File: config.mk
export PLATFORM = sky130hd
export DESIGN_NAME = vline_rdseq
export DESIGN_NICKNAME = d
export VERILOG_FILES = /design/src/rtl/vlr_pkg.sv /design/src/rtl/vlr_linegen.sv /design/src/rtl/vlr_seq.sv /design/src/rtl/vlr_reader.sv /design/src/rtl/vline_rdseq.sv
export SDC_FILE = /design/constraint.sdc
export NUM_CORES = 1
export LEC_CHECK = 0
export ABC_AREA = 1
export BUFFER_PORTS_ARGS = -buffer_cell sky130_fd_sc_hd__buf_2
export CAP_MARGIN = 5
export CORE_MARGIN = 5
export CORE_UTILIZATION = 45
export DETAILED_ROUTE_END_ITERATION = 16
export SLEW_MARGIN = 20
export SYNTH_ARGS = -nofsm -noshare
export SYNTH_HDL_FRONTEND = slang
export SYNTH_SLANG_ARGS = --single-unit
File: constraint.sdc
create_clock -name clk -period 8.6 [get_ports clk]
set_input_delay 0 -clock clk [delete_from_list [all_inputs] [get_ports clk]]
set_output_delay 0 -clock clk [all_outputs]
set_load 0.005 [all_outputs]
File: src/rtl/vlr_pkg.sv
package vlr_pkg;

  localparam int AW = 31;  // start address field width
  localparam int XW = 15;  // line length field width
  localparam int SW = 24;  // stride field width

  typedef enum logic [2:0] {
    S_IDLE, S_RST, S_GRD, S_CMD, S_RD, S_DONE
  } seq_st_e;

  // start address of one line, wrapped to the address field
  function automatic logic [AW-1:0] line_addr(input logic [AW-1:0] base,
                                              input logic [AW-1:0] ofs,
                                              input logic [15:0]   line,
                                              input logic [SW-1:0] stride);
    logic [63:0] sum;
    sum = 64'(line) * 64'(stride) + 64'(base) + 64'(ofs);
    return sum[AW-1:0];
  endfunction

  // one descriptor word; word 2 is a single line encoded as zero
  function automatic logic [31:0] cmd_word(input logic [1:0]    idx,
                                           input logic [XW-1:0] xsize,
                                           input logic [AW-1:0] addr,
                                           input logic [SW-1:0] stride);
    logic [31:0] w;
    case (idx)
      2'd0:    w = {17'd0, xsize};
      2'd1:    w = {1'b0, addr};
      2'd2:    w = 32'd0;
      default: w = {8'd0, stride};
    endcase
    return w;
  endfunction

endpackage

File: src/rtl/vlr_linegen.sv
module vlr_linegen
  import vlr_pkg::*;
#(
  parameter int LW = 11
) (
  input  logic          clk,
  input  logic          rst_n,
  input  logic          hblank_i,
  input  logic          vblank_i,
  input  logic          frame_start_i,
  input  logic [AW-1:0] base_i,
  input  logic [AW-1:0] ofs_i,
  input  logic [SW-1:0] stride_i,
  input  logic [XW-1:0] len_i,
  output logic          hb_rise,
  output logic [AW-1:0] addr_q,
  output logic [SW-1:0] stride_q,
  output logic [XW-1:0] len_q
);

  logic          hb_q;
  logic [AW-1:0] ofs_q;
  logic [LW-1:0] next_line;

  assign hb_rise = hblank_i & ~hb_q;

  always_ff @(posedge clk or negedge rst_n) begin
    if (!rst_n) begin
      hb_q      <= 1'b0;
      ofs_q     <= '0;
      next_line <= '0;
      addr_q    <= '0;
      stride_q  <= '0;
      len_q     <= '0;
    end else begin
      hb_q <= hblank_i;
      if (vblank_i) ofs_q <= ofs_i;
      if (frame_start_i)  next_line <= '0;
      else if (hb_rise)   next_line <= next_line + 1'b1;
      if (hb_rise) begin
        addr_q   <= line_addr(base_i, ofs_q, 16'(next_line), stride_i);
        stride_q <= stride_i;
        len_q    <= len_i;
      end
    end
  end

  // the offset register moves only while vertical blank is high
  a_r9_ofs_hold: assert property (@(posedge clk) disable iff (!rst_n)
    !vblank_i |=> $stable(ofs_q));

endmodule

File: src/rtl/vlr_seq.sv
module vlr_seq
  import vlr_pkg::*;
#(
  parameter int RST_CYC   = 3,
  parameter int GUARD_CYC = 2
) (
  input  logic       clk,
  input  logic       rst_n,
  input  logic       hb_rise,
  input  logic       last_pop,
  output logic       iface_rst,
  output logic       cmd_wr,
  output logic       rd_en,
  output logic       underrun,
  output logic [1:0] widx
);

  localparam int CW = $clog2(RST_CYC + GUARD_CYC + 4) + 1;

  seq_st_e       st;
  logic [CW-1:0] cnt;
  logic          busy;

  assign busy = (st == S_RST) || (st == S_GRD) || (st == S_CMD) || (st == S_RD);

  always_ff @(posedge clk or negedge rst_n) begin
    if (!rst_n) begin
      st       <= S_IDLE;
      cnt      <= '0;
      underrun <= 1'b0;
    end else if (hb_rise) begin
      st  <= S_RST;
      cnt <= '0;
      if (busy && !last_pop) underrun <= 1'b1;
    end else begin
      case (st)
        S_RST: if (cnt == CW'(RST_CYC - 1)) begin
                 st <= S_GRD; cnt <= '0;
               end else cnt <= cnt + 1'b1;
        S_GRD: if (cnt == CW'(GUARD_CYC - 1)) begin
                 st <= S_CMD; cnt <= '0;
               end else cnt <= cnt + 1'b1;
        S_CMD: if (cnt == CW'(3)) begin
                 st <= S_RD; cnt <= '0;
               end else cnt <= cnt + 1'b1;
        S_RD:  if (last_pop) st <= S_DONE;
        default: ;
      endcase
    end
  end

  assign iface_rst = (st == S_RST);
  assign cmd_wr    = (st == S_CMD);
  assign rd_en     = (st == S_RD);
  assign widx      = cnt[1:0];

  // run-length counters used only by the assertions
  logic [CW-1:0] rst_run, grd_run;
  always_ff @(posedge clk or negedge rst_n) begin
    if (!rst_n) begin
      rst_run <= '0;
      grd_run <= '0;
    end else begin
      if (!iface_rst)          rst_run <= '0;
      else if (rst_run != '1)  rst_run <= rst_run + 1'b1;
      if (iface_rst)           grd_run <= '0;
      else if (grd_run != '1)  grd_run <= grd_run + 1'b1;
    end
  end

  // the reset pulse is at least RST_CYC cycles long
  a_r5_rst_min: assert property (@(posedge clk) disable iff (!rst_n)
    $fell(iface_rst) |-> rst_run >= CW'(RST_CYC));
  // the first command word follows exactly GUARD_CYC idle cycles
  a_r6_guard: assert property (@(posedge clk) disable iff (!rst_n)
    $rose(cmd_wr) |-> grd_run == CW'(GUARD_CYC));
  // a descriptor is written without gaps unless a new line aborts it
  a_r1_burst: assert property (@(posedge clk) disable iff (!rst_n)
    (cmd_wr && widx != 2'd3 && !hb_rise) |=> cmd_wr);
  // the underrun flag never clears
  a_r10_sticky: assert property (@(posedge clk) disable iff (!rst_n)
    underrun |=> underrun);

endmodule

File: src/rtl/vlr_reader.sv
module vlr_reader #(
  parameter int XW = 15
) (
  input  logic          clk,
  input  logic          rst_n,
  input  logic          start,
  input  logic          rd_en,
  input  logic          rd_empty,
  input  logic [XW-1:0] len,
  output logic          rd_pop,
  output logic          rd_last
);

  logic [XW-1:0] cnt;

  assign rd_pop  = rd_en & ~rd_empty;
  assign rd_last = rd_pop && (cnt == len - 1'b1);

  always_ff @(posedge clk or negedge rst_n) begin
    if (!rst_n)       cnt <= '0;
    else if (start)   cnt <= '0;
    else if (rd_pop)  cnt <= cnt + 1'b1;
  end

  // no pop beyond the line length
  a_r7_bound: assert property (@(posedge clk) disable iff (!rst_n)
    rd_pop |-> cnt < len);
  // the last-word strobe is a single cycle
  a_r8_once: assert property (@(posedge clk) disable iff (!rst_n)
    rd_last |=> !rd_last);

endmodule

File: src/rtl/vline_rdseq.sv
module vline_rdseq
  import vlr_pkg::*;
#(
  parameter int RST_CYC   = 3,
  parameter int GUARD_CYC = 2,
  parameter int LW        = 11
) (
  input  logic          clk,
  input  logic          rst_n,
  input  logic          hblank_i,
  input  logic          vblank_i,
  input  logic          frame_start_i,
  input  logic [30:0]   base_addr_i,
  input  logic [30:0]   frame_ofs_i,
  input  logic [23:0]   stride_i,
  input  logic [14:0]   line_len_i,
  input  logic          rd_empty_i,
  output logic          iface_rst_o,
  output logic          cmd_wr_o,
  output logic [31:0]   cmd_data_o,
  output logic          rd_pop_o,
  output logic          rd_last_o,
  output logic          underrun_o
);

  logic          hb_rise, rd_en;
  logic [1:0]    widx;
  logic [AW-1:0] addr_q;
  logic [SW-1:0] stride_q;
  logic [XW-1:0] len_q;

  vlr_linegen #(.LW(LW)) u_line (
    .clk, .rst_n, .hblank_i, .vblank_i, .frame_start_i,
    .base_i(base_addr_i), .ofs_i(frame_ofs_i), .stride_i, .len_i(line_len_i),
    .hb_rise, .addr_q, .stride_q, .len_q
  );

  vlr_seq #(.RST_CYC(RST_CYC), .GUARD_CYC(GUARD_CYC)) u_seq (
    .clk, .rst_n, .hb_rise, .last_pop(rd_last_o),
    .iface_rst(iface_rst_o), .cmd_wr(cmd_wr_o), .rd_en,
    .underrun(underrun_o), .widx
  );

  vlr_reader #(.XW(XW)) u_rd (
    .clk, .rst_n, .start(hb_rise), .rd_en, .rd_empty(rd_empty_i),
    .len(len_q), .rd_pop(rd_pop_o), .rd_last(rd_last_o)
  );

  assign cmd_data_o = cmd_wr_o ? cmd_word(widx, len_q, addr_q, stride_q) : 32'd0;

  // reads never share a cycle with a command write or a port reset
  a_r7_excl: assert property (@(posedge clk) disable iff (!rst_n)
    rd_pop_o |-> (!cmd_wr_o && !iface_rst_o));
  // the top byte of words 2 and 3 is reserved zero
  a_r4_reserved: assert property (@(posedge clk) disable iff (!rst_n)
    (cmd_wr_o && widx[1]) |-> cmd_data_o[31:24] == 8'd0);
  // word 0 has nothing above the length field
  a_r2_word0: assert property (@(posedge clk) disable iff (!rst_n)
    (cmd_wr_o && widx == 2'd0) |-> cmd_data_o[31:15] == 17'd0);

endmodule

== Word-level counts from Yosys, hierarchy flattened ==
Cells that the tools add are included.

* Flip-flop bits (word level): 137
* Latch bits: 0
* Memory bits (writable): 0
* Memory bits (read-only): 0
* Bits of input ports: 107
* Output and inout bits: 37
* Logic and storage cells: 65
* Memories: 0

* $add $sub $neg: 6
* $mul: 1
* Divide/modulo/power cells: 0
* $lt $le $gt $ge: 0
* Equal/unequal tests: 14
* Shifts and indexed selects: 0
* Mux-type cells: 17
* Bitwise gates (word level): 4
* Reductions and logical operators: 13

{| class="wikitable"
|+ Operator list
! cell !! count
|-
| one-hot mux 31 bit (3 select lines) || 1
|-
| adder 31 bit || 2
|-
| 2-to-1 mux 32 bit || 1
|-
| multiplier 11 x 24 -> 31 bit || 1
|-
| 2-to-1 mux 15 bit || 2
|-
| 2-to-1 mux 11 bit || 2
|-
| 2-to-1 mux 5 bit || 4
|-
| adder 15 x 1 -> 15 bit, second input constant || 1
|-
| equality test 15 bit || 1
|-
| 2-to-1 mux 3 bit || 5
|-
| one-hot mux 5 bit (3 select lines) || 1
|-
| subtractor 15 x 1 -> 15 bit, second input constant || 1
|-
| one-hot mux 3 bit (4 select lines) || 1
|-
| adder 11 x 1 -> 11 bit, second input constant || 1
|-
| equality test 5 x 2 -> 1 bit, second input constant || 2
|-
| equality test 3 x 2 -> 1 bit, second input constant || 2
|-
| inequality test 3 x 1 -> 1 bit, second input constant || 2
|-
| inequality test 3 bit, second input constant || 2
|-
| adder 5 x 1 -> 5 bit, second input constant || 1
|-
| equality test 5 x 1 -> 1 bit, second input constant || 1
|-
| AND reduction 5 bit || 1
|-
| nonzero test 5 bit || 1
|-
| nonzero test 2 bit || 2
|-
| nonzero test 4 bit || 1
|-
| 11 further kinds || 16
|}

== Depth between registers and ports, before layout ==
Gate-level depths: netlist of run 1.

* Depth after elaboration: 6
* Mapped depth: 25
* Gate-level depth less buffers: 24

== Modules after synthesis ==
From an unflattened synthesis of run 1, not the netlist that was laid out.

* Cell total of the unflattened synthesis: 2344
* Area total of the unflattened synthesis: 17357.9 sq um

{| class="wikitable"
|+ By module, submodules not included
! module !! times used !! cells an instance !! area an instance (sq um) !! sequential area each (sq um)
|-
| vlr_linegen || 1 || 1845 || 14442.6 || 2827.7
|-
| vlr_reader || 1 || 220 || 1385.1 || 375.4
|-
| vlr_seq || 1 || 130 || 838.3 || 225.2
|-
| vline_rdseq || 1 || 149 || 691.9 || 0.0
|}

== Worst setup path before layout of run 1 ==
No wires, ideal clock.

* Kind: register to register
* Start point: register u_line.next_line[0]
* End point: register u_line.addr_q[24]
* Library setup time: 0.132 ns
* Arrival: 4.930 ns
* Required time: 8.468 ns
* Path slack: 3.538 ns
* Stages on the path, launching flop included: 21
* Path buffers: 2
* Clock period less this slack: 5.062 ns
* Cell sequence: dfrtp_1 -> clkbuf_1 -> clkbuf_1 -> nand2_1 -> fa_1 -> inv_1 -> fa_1 -> fa_1 -> fa_1 -> inv_1 -> fa_1 -> inv_1 -> ha_1 -> a21oi_1 -> o21ai_0 -> a21oi_1 -> nand3_1 -> a21o_1 -> or2_1 -> nand3_1 -> o21ai_0

* Cells in the longest elaborated chain, start to end: 3

{| class="wikitable"
|+ Ends and longest elaborated chain
! what !! RTL line !! source
|-
| from (decl) || vlr_linegen.sv:23 || <nowiki>logic [LW-1:0] next_line;</nowiki>
|-
| from (signal assigned) || vlr_linegen.sv:39 || <nowiki>else if (hb_rise) next_line <= next_line + 1'b1;</nowiki>
|-
| multiplier 11 x 24 -> 31 bit || vlr_pkg.sv:17 || <nowiki>sum = 64'(line) * 64'(stride) + 64'(base) + 64'(ofs);</nowiki>
|-
| adder 31 bit (2 in series) || vlr_pkg.sv:17 ||
|-
| to (signal assigned) || vlr_linegen.sv:41 || <nowiki>addr_q <= line_addr(base_i, ofs_q, 16'(next_line), stride_i);</nowiki>
|-
| to (decl) || vlr_linegen.sv:16 || <nowiki>output logic [AW-1:0] addr_q,</nowiki>
|}

No other way between the ends.
A chain may end at the register's enable or synchronous reset.

== Final worst setup path of run 1 ==
* Start point: register u_line.next_line[6]
* End point: register u_line.addr_q[21]

Same word-level chain as after synthesis.

==> impl_metrics.csv, run 1 <==
group,metric,value,unit
yosys,syn-num-nets,2554,
cts,cts_tree,"built",
setup_path,required,8.89,ns
yosys,synth_area_leaders,"fa_1 (30%), dfrtp_1 (21%), nand2_1 (14%)",
setup_path,critPathSlowestCell,"dfrtp_1",
yosys,syn_avg_cell_area,7.78,um^2
global_routing,grt_pass1_vias,14700,
route,via_per_inst,4.97,
setup_path,crit_top_cell,"fa_1",
timing,min_period_over_period,67.3,%
timing,holdWs,0.0121,ns
global_routing,grt-ovfl-total,0,
die,die_h,202,um
place,placed_cells,2660,
cts,ctsHoldBuffers,72,
route,detail-route-antenna-nets,0,
die,core_area,36500,um^2
cts,cts_buffers,17,
power_and_ir_drop,leakagePower,10.2,nW
setup_path,worstPathCellList,"nand2_1 > fa_1 > inv_1 > fa_1 > fa_1 > fa_1 > inv_1 > fa_1 > inv_1 > ha_1 > a21oi_1 > o21ai_0 > a21oi_1 > o21ai_2 > a21boi_2 > xor2_1 > o21ai_1",
timing,rsz0062_at_grt,"false",
die,start_util,45.4,%
timing,setup_viol,0,
setup_path,crit_path_start,"u_line.next_line[6]$_DFFE_PN0P_",
place,gp_congestion,0.912,
cts,post_cts_resized,0,
setup_path,end_kind,"flop",
yosys,synthCells,2132,
die,die-area,40800,um^2
yosys,synth_edf_count,0,
route,drt-pass1-iter-count,8,
power_and_ir_drop,ir_drop,0.000164,V
setup_path,reg2reg_from,"u_line.next_line[6]$_DFFE_PN0P_",
yosys,ys_ff_latch,137,
setup_path,crit_path_start_kind,"flop",
status,status,"finished clean",
die,num_rows,70,
route,drt_iter0_markers,882,
run,drv_cap,0,
global_routing,track_usage,22.9,%
place,port_buffers,142,
route,via_count,13700,
final_layout,drive_gt1_share,11.4,%
global_routing,grt_max_degree,87,
yosys,yosysTopAreaCell,"fa_1",
timing,worstMarginPinSlew,1.11,ns
die,fp.dieW,202,um
timing,clock_skew,0.0104,ns
final_layout,antenna_cells,0,
yosys,synth_area,16600,um^2
setup_path,endpoint,"u_line.addr_q[21]$_DFFE_PN0P_",
yosys,netlist.area_leader.share,30.2,%
cts,cts_max_path_buffers,2,
yosys,synthArstFlopShare,100,%
yosys,synthFlopType,"dfrtp_1",
yosys,seq_area_frac_synth,20.7,%
setup_path,arrival,6.08,ns
global_routing,grt_pass1_wl,75500,um
power_and_ir_drop,power.density,162,nW/um^2
timing,fmaxAchievable,0.173,GHz
timing,slew_violations,0,
final_layout,nNetsFinal,2705,
setup_path,reg2reg_setup_slack,2.81,ns
setup_path,cpPeakStageDelay,1.07,ns
cts,cts_num_sinks,137,
yosys,ys_warn_count,0,
place,dp_hpwl,34200,um
cts,cts_setup_buffers,0,
setup_path,timing.rr.end,"u_line.addr_q[21]$_DFFE_PN0P_",
yosys,synth_cell_types,54,
setup_path,r2r_cells,17,
cts,clock_latency,0.44,ns
min_path,min_path_type,"primary input to flop",
final_layout,nFillCells,3541,
cts,cts-htree-levels,4,
setup_path,crit_type,"flop to flop",
final_layout,fin_cells,2764,
setup_path,worstPathMaxFanout,29,
final_layout,areaGrowthSynthToFinish,14.0,%
timing,tns,0,ns
route,wirelength,44500,um
global_routing,antenna_found_initial,0,
cts,clock-root-buffer,"clkbuf_16",
timing,relSlewSlack,26.1,%
timing,hold_violations,0,
die,ioPinCount,144,
timing,period_needed,5.79,ns
route,routed_wire_length_per_instance,16.1,um
route,drc_errors,0,
cts,clk_pin_slew,0.07,ns
-- cells in the final DEF (no fill, tap or decap), types with 23 or more instances in the layout --
cell,n
nand2_1,635
inv_1,503
fa_1,250
buf_2,141
dfrtp_1,135
nor2_1,72
dlygate4sd3_1,72
o21ai_0,71
ha_1,64
a21oi_1,56
nand3_1,46
nor3_1,23
-- report_power, final --
| part | switching, W | leakage [nW] | internal [W] | total [W] |
|---|---|---|---|---|
| combinational | 0.000929 | 8.19 | 0.000528 | 0.00146 |
| sequential | 0.0000940 | 1.71 | 0.000765 | 0.000859 |
| clock | 0.000334 | 0.286 | 0.000424 | 0.000758 |
| total | 0.00136 | 10.2 | 0.00172 | 0.00307 |
-- cells by family (layout without fill, tap and decap cells) --
kind of cell	count (synthesis)	in the layout	share of synthesized area [%]
flip-flops	137	137	20.7
AND/OR/NAND/NOR	842	842	21.2
adder cells (fa/ha/maj)	315	315	35.1
AO/OA/AOI/OAI	176	176	5.93
other	1	1	0.0226
buffers and inverters	603	767	13.8
XOR/XNOR	37	37	1.95
multiplexers	21	21	1.43
-- layout make-up --
class | instances | area (um^2) | share of cell area (%)
sequential | 137 | 3430 | 18.1
clock inverter | 12 | 130 | 0.688
tap | 468 | 586 | 3.10
inverter | 513 | 1930 | 10.2
timing repair buffer | 222 | 1500 | 7.92
clock buffer | 20 | 457 | 2.41
multi-input combinational | 1392 | 10900 | 57.6
-- flip-flops by register name, summed over array words and instances (netlist names) --
signal / cells
u_seq.st: 3
u_seq.cnt: 5
u_line.len_q: 15
u_line.addr_q: 31
u_line.stride_q: 24
u_seq.underrun: 1
u_line.next_line: 11
u_line.hb_q: 1
u_rd.cnt: 15
u_line.ofs_q: 31
-- worst max-delay path: cells and delay by family (launching register included) --
kind                     cells  cell delay, ns
AO/OA/AOI/OAI                6            1.14
XOR/XNOR                     1            0.22
adder cells (fa/ha/maj)      6            2.87
buffers and inverters        3            0.15
flip-flops                   1            1.07
AND/OR/NAND/NOR              1            0.17
-- cells in the mapped netlist (4+ instances only) --
cell / number
nor2_2: 9
or2_2: 7
ha_1: 65
fa_1: 250
buf_2: 11
inv_2: 9
o211ai_1: 4
buf_1: 10
mux2_2: 21
clkbuf_1: 68
nand2_2: 4
nand3_1: 46
xnor2_1: 19
dfrtp_1: 137
a31oi_1: 21
a21oi_1: 56
nor3_2: 4
inv_1: 503
nand4_1: 13
nor2_1: 74
nand2_1: 635
xor2_1: 18
nor3_1: 23
or2_1: 4
o21ai_0: 71
-- layer usage --
metal	track usage, %	part of all wire (%)
met3	3.61	5.2
met4	5.79	2.2
met5	0	0
met2	39.0	49
met1	30.6	44
-- stage by stage --
stage | area, um^2 | setup slack, ns | total power [W] | utilization [%]
2_1_floorplan | 16600 | 3.54 | 0.00188 | -
3_3_place_gp | 17600 | 2.86 | 0.00229 | 48.2
3_5_place_dp | 17600 | 2.77 | 0.00231 | 48.2
4_1_cts | 18900 | 2.76 | 0.00311 | 51.8
5_1_grt | 18900 | 2.43 | 0.00337 | 51.8
6_report | 18900 | 2.81 | 0.00307 | 51.8
-- worst min-delay path by stage --
stage,cells after the start,end,slack (ns),from
after floorplan,0,u_line.addr_q[0]$_DFFE_PN0P_,-0.30,rst_n
after global placement,1,u_line.ofs_q[0]$_DFFE_PN0P_,0.07,rst_n
after detailed placement,1,u_line.ofs_q[0]$_DFFE_PN0P_,0.08,rst_n
after CTS,3,u_line.stride_q[11]$_DFFE_PN0P_,0.00007,stride_i[11]
after global routing,3,u_line.stride_q[12]$_DFFE_PN0P_,0.02,stride_i[12]
final,3,u_line.stride_q[11]$_DFFE_PN0P_,0.01,stride_i[11]
Power figures use the tool's default switching activity.
==> run 2: changes to the inputs <==
- PLACE_DENSITY: not set -> 0.65
- clock period: 8.6 -> 5 ns (I/O delays scaled with it)
==> impl_metrics.csv, run 2 (synthesis results as in run 1) <==
group,metric,value,unit
power_and_ir_drop,p_comb_share,55.7,%
final_layout,final_common_cell,"nand2_1",
place,dp_hpwl,36500,um
status,status,"finished clean",
power_and_ir_drop,power.density,298,nW/um^2
route,drt_iter0_markers,948,
timing,tns,0,ns
setup_path,worstPathCellList,"clkbuf_16 > buf_12 > nand2_4 > fa_1 > inv_1 > fa_1 > fa_1 > fa_1 > inv_1 > fa_1 > inv_2 > ha_4 > a21oi_2 > buf_4 > o21a_1 > nor2_1 > nor2_1 > or2_2 > nand3_1 > nand2b_1 > nand3_1 > nand2_1",
route,via_per_inst,4.98,
die,core_area,36500,um^2
cts,clk_pin_slew,0.07,ns
power_and_ir_drop,total_power,0.00609,W
setup_path,crit_buf_inv,6,
setup_path,crit_family,"adder cells",
timing,worstMarginPinSlew,0.986,ns
global_routing,met2_usage,40.3,%
global_routing,grt_pass1_vias,15200,
timing,slew_violations,0,
die,die-area,40800,um^2
cts,clock-root-buffer,"clkbuf_16",
power_and_ir_drop,leakagePower,10.8,nW
final_layout,nNetsFinal,2818,
timing,rsz0062_at_grt,"true",
timing,period_needed,5.00,ns
cts,cts_num_sinks,137,
route,detail-route-antenna-nets,0,
timing,hold_violations,0,
timing,min_period_over_period,100,%
setup_path,crit_path_start_kind,"flop",
power_and_ir_drop,p_switching,0.00267,W
run,drv_cap,0,
global_routing,grt_pass1_wl,76200,um
setup_path,required,5.35,ns
global_routing,track_usage,23.2,%
cts,cts_tree,"built",
global_routing,grt_max_degree,88,
global_routing,antenna_found_initial,0,
route,drc_errors,0,
setup_path,crit_top_cell,"fa_1",
route,drt-pass1-iter-count,6,
timing,setup_viol,0,
cts,cts_buffers,17,
route,via_count,14300,
die,fp.dieW,202,um
die,die_h,202,um
setup_path,cpPeakStageDelay,0.56,ns
final_layout,largestRegisters,"u_line.addr_q (31), u_line.ofs_q (31), u_line.stride_q (24)",
timing,fmaxAchievable,0.200,GHz
power_and_ir_drop,ir_drop,0.000286,V
global_routing,grt-ovfl-total,0,
setup_path,end_kind,"flop",
setup_path,worstPathMaxFanout,6,
die,start_util,45.4,%
power_and_ir_drop,swShare,43.8,%
route,wirelength,47000,um
global_routing,grt-busiest-layer,"met2",
die,num_rows,70,
setup_path,critPathSlowestCell,"fa_1",
cts,clock_latency,0.46,ns
timing,relSlewSlack,34.2,%
timing,clock_skew,0.0160,ns
power_and_ir_drop,clockPowerShare,20.2,%
final_layout,drive_gt1_share,20.3,%
place,port_buffers,142,
route,routed_wire_length_per_instance,16.4,um
place,gp_congestion,0.910,
setup_path,crit_type,"flop to flop",
power_and_ir_drop,internal_power,0.00342,W
min_path,min_path_type,"primary input to flop",
cts,cts-htree-levels,4,
power_and_ir_drop,power.share.sequential,24.2,%
setup_path,arrival,5.35,ns
final_layout,antenna_cells,0,
timing,holdWs,0.0247,ns
global_routing,met1_usage,30.1,%
cts,cts_max_path_buffers,2,
die,ioPinCount,144,
final_layout,layout_common_cells,"nand2_1 (614), inv_1 (490), fa_1 (239), buf_2 (141), dfrtp_1 (132)",
final_layout,areaGrowthSynthToFinish,23.3,%
global_routing,met3_usage,4.30,%
run 2: per-layer routing:
layer  vias to the layer above  share of wire (%)
met5                         -                  0
met4                         0                2.8
met3                        90                6.3
met2                       441                 49
met1                      7023                 42
li1                       6773                  -
run 2: worst min-delay path, cell delays in order:
cell and delay [ns]:
buf_2 0.09, ha_1 0.13, ha_1 0.12, nand2_1 0.05, nand2_1 0.05
run 2: worst paths after layout:
path,slack [ns],endpoint,start,depth (start not counted)
setup reg to reg,0.000008,u_line.addr_q[30]$_DFFE_PN0P_,u_line.next_line[0]$_DFFE_PN0P_,22
max in group asynchronous,3.54,u_line.stride_q[11]$_DFFE_PN0P_,rst_n,3
hold reg to reg,0.48,u_line.stride_q[23]$_DFFE_PN0P_,u_line.stride_q[23]$_DFFE_PN0P_,2
min in group asynchronous,0.21,u_line.ofs_q[1]$_DFFE_PN0P_,rst_n,2
setup / recovery,0.000008,u_line.addr_q[30]$_DFFE_PN0P_,u_line.next_line[0]$_DFFE_PN0P_,22
hold / removal,0.02,u_line.addr_q[0]$_DFFE_PN0P_,base_addr_i[0],5
run 2: stage by stage:
stage               setup slack (ns)  std cells  instance area (um^2)  utilization, %
floorplan                    -0.0153       2132                 16600               -
finish                    0.00000844       2876                 20500            56.0
CTS                          -0.0122       2858                 19800            54.2
detailed placement            -0.222       2755                 18400            50.4
global route                  -0.213       2876                 20500            56.0
global placement              -0.127       2755                 18400            50.4
run 2: cell type report:
type,count,area (um^2)
Fill cell,3359,16100
Multi-Input combinational cell,1392,11500
Sequential cell,137,3430
Timing Repair Buffer,335,2510
Inverter,513,1930
Tap cell,468,586
Clock buffer,20,447
Clock inverter,11,92.6
run 2: repair_timing:
action	in CTS	in global routing
pin swaps	12	27
endpoints found under the setup margin	18	21
endpoints found under the hold margin	155	0
gates resized for setup	30	120
hold buffers	64	0
setup buffers	8	14
gates cloned	0	4
run 2: power groups by stage:
stage | logic [W] | registers, W | clock network (W)
2_1_floorplan | 0.00179 | 0.00144 | 0
3_3_place_gp | 0.00282 | 0.00148 | 0
3_5_place_dp | 0.00287 | 0.00149 | 0
4_1_cts | 0.00301 | 0.00147 | 0.00126
5_1_grt | 0.00378 | 0.00150 | 0.00131
6_report | 0.00339 | 0.00147 | 0.00123
==> run 3: changes to the inputs <==
- SYNTH_HIERARCHICAL: not set -> 1
==> impl_metrics.csv, run 3 <==
group,metric,value,unit
die,fp.dieW,206,um
power_and_ir_drop,total_power,0.00629,W
yosys,yosysMostFrequentCell,"nand2_1",
global_routing,grt_max_degree,100,
die,start_util,45.2,%
final_layout,nNetsFinal,3004,
timing,period_needed,4.82,ns
global_routing,antenna_found_initial,0,
setup_path,worstPathCellList,"buf_6 > nand2_1 > fa_1 > inv_1 > fa_1 > inv_1 > fa_1 > fa_1 > fa_1 > inv_1 > ha_2 > nand2_1 > nor2_1 > nor2_1 > nand2_1 > buf_4 > nand2_1 > nand3_1 > nand2_1 > nand3_2 > nand2_1",
min_path,min_path_type,"primary input to flop",
cts,cts_buffers,17,
place,port_buffers,142,
timing,rsz0062_at_grt,"true",
place,placed_cells,2993,
yosys,synth_area_leaders,"fa_1 (29%), dfrtp_1 (20%), nand2_1 (17%)",
power_and_ir_drop,power.density,299,nW/um^2
cts,cts_max_path_buffers,2,
route,drt-pass1-iter-count,5,
route,wirelength,50700,um
yosys,ys_warn_count,6,
final_layout,fin_cells,3113,
timing,setup_viol,0,
yosys,syn-num-nets,2765,
cts,clock_latency,0.46,ns
yosys,yosys-top-cells-count,"nand2_1 (782), inv_1 (533), fa_1 (250), dfrtp_1 (137), nand3_1 (123)",
yosys,ys_ff_latch,137,
cts,cts_tree,"built",
power_and_ir_drop,ir_drop,0.000273,V
timing,clock_skew,0.0125,ns
timing,slew_violations,0,
global_routing,track_usage,24.2,%
global_routing,grt_pass1_vias,15900,
timing,fmaxAchievable,0.207,GHz
route,via_count,15300,
place,dp_hpwl,39200,um
global_routing,grt_pass1_wl,80800,um
cts,clk_pin_slew,0.06,ns
setup_path,end_kind,"flop",
timing,hold_violations,0,
place,gp_congestion,0.905,
setup_path,arrival,5.17,ns
yosys,synth_cell_types,50,
timing,relSlewSlack,26.3,%
die,die-area,42600,um^2
run,drv_cap,0,
final_layout,areaGrowthSynthToFinish,21.3,%
cts,cts-htree-levels,4,
final_layout,layout_common_cells,"nand2_1 (755), inv_1 (528), fa_1 (248), buf_2 (141), dfrtp_1 (129)",
setup_path,worstPathMaxFanout,7,
final_layout,final_common_cell,"nand2_1",
setup_path,required,5.34,ns
yosys,synth_area,17400,um^2
final_layout,antenna_cells,0,
timing,tns,0,ns
die,ioPinCount,144,
route,drc_errors,0,
setup_path,crit_path_start_kind,"flop",
timing,holdWs,0.107,ns
route,drt_iter0_markers,1021,
cts,cts_num_sinks,137,
route,via_per_inst,4.92,
global_routing,grt-ovfl-total,0,
yosys,synthFlopType,"dfrtp_1",
route,detail-route-antenna-nets,0,
yosys,netlist.area_leader.share,28.8,%
setup_path,critPathSlowestCell,"fa_1",
timing,worstMarginPinSlew,1.10,ns
final_layout,fin_area,21100,um^2
route,routed_wire_length_per_instance,16.3,um
cts,clock-root-buffer,"clkbuf_16",
die,num_rows,72,
die,die_h,206,um
place,dpl_cell_area,19000,um^2
power_and_ir_drop,leakagePower,11.7,nW
final_layout,largestRegisters,"u_line/addr_q (31), u_line/ofs_q (31), u_line/stride_q (24)",
timing,min_period_over_period,96.5,%
yosys,yosysTopAreaCell,"fa_1",
yosys,synthArstFlopShare,100,%
setup_path,crit_top_cell,"nand2_1",
die,core_area,38400,um^2
setup_path,cpPeakStageDelay,0.55,ns
yosys,syn_avg_cell_area,7.41,um^2
yosys,synthCells,2344,
status,status,"finished clean",
yosys,seq_area_frac_synth,19.8,%
setup_path,crit_type,"flop to flop",
final_layout,drive_gt1_share,17.3,%
yosys,synth_edf_count,0,
==> run 3: cells by family after synthesis <==
| kind of cell | count (synthesis) | synth area share, % |
|---|---|---|
| muxes | 20 | 1.30 |
| and+or+nand+nor | 1089 | 26.1 |
| other | 1 | 0.0216 |
| AOI/OAI and AO/OA | 121 | 3.74 |
| DFF | 137 | 19.8 |
| buffers and inverters | 638 | 14.5 |
| adders and majority gates | 314 | 33.4 |
| xor gates and xnor gates | 24 | 1.21 |
==> run 3: report_power, final <==
part	leakage, nW	total (W)	switching (W)	internal, W
clock	0.277	0.00133	0.000580	0.000752
sequential	1.70	0.00153	0.000218	0.00131
combinational	9.71	0.00343	0.00203	0.00139
==> run 3: area by class of cell <==
class | instances | area (um^2)
Sequential cell | 137 | 3440
Timing Repair Buffer | 314 | 2360
Tap cell | 518 | 648
Multi-Input combinational cell | 1569 | 12000
Clock buffer | 19 | 443
Inverter | 544 | 2050
Fill cell | 3638 | 17300
Clock inverter | 12 | 140
==> run 3: worst max-delay path: cells and delay by family (launching register included) <==
kind / cells / cell delay [ns]
flops: 1 / 0.52
fa+ha+maj: 6 / 2.84
simple gates: 10 / 0.90
buf+inv: 5 / 0.45
==> run 3: through the flow <==
step | util (%) | setup slack, ns
detailed placement | 49.4 | -0.165
global route | 54.9 | -0.0486
floorplan | - | 0.116
finish | 54.9 | 0.176
global placement | 49.4 | -0.192
CTS | 53.0 | 0.00690
==> run 3: final timing paths <==
path / start / to / cells after the start / slack (ns)
worst max-delay path: u_line/next_line[4]$_DFFE_PN0P_ / u_line/addr_q[27]$_DFFE_PN0P_ / 21 / 0.18
worst min-delay path: stride_i[17] / u_line/stride_q[17]$_DFFE_PN0P_ / 4 / 0.11
worst max register to register: u_line/next_line[4]$_DFFE_PN0P_ / u_line/addr_q[27]$_DFFE_PN0P_ / 21 / 0.18
worst min register to register: u_seq/underrun$_DFFE_PN0P_ / u_seq/underrun$_DFFE_PN0P_ / 1 / 0.48
max in group asynchronous: rst_n / u_line/next_line[8]$_DFFE_PN0P_ / 3 / 3.68
min in group asynchronous: rst_n / u_line/ofs_q[5]$_DFFE_PN0P_ / 2 / 0.21
==> run 3: metal layers <==
metal | GRT usage, % | wire [um] | up-vias | share of wire, %
met5 | 0 | 0 | - | 0
met3 | 3.48 | 2340 | 87 | 4.6
met4 | 7.98 | 1550 | 0 | 3.1
met2 | 42.9 | 25500 | 419 | 50
met1 | 30.4 | 21300 | 7454 | 42
li1 | - | - | 7346 | -
==> run 3: what timing repair did <==
action,in CTS,in global routing
setup endpoints to repair,16,21
pin swaps,0,34
hold endpoints to repair,172,0
hold buffers,72,0
cloned,0,2
buffers inserted,0,15
gates resized for setup,14,140
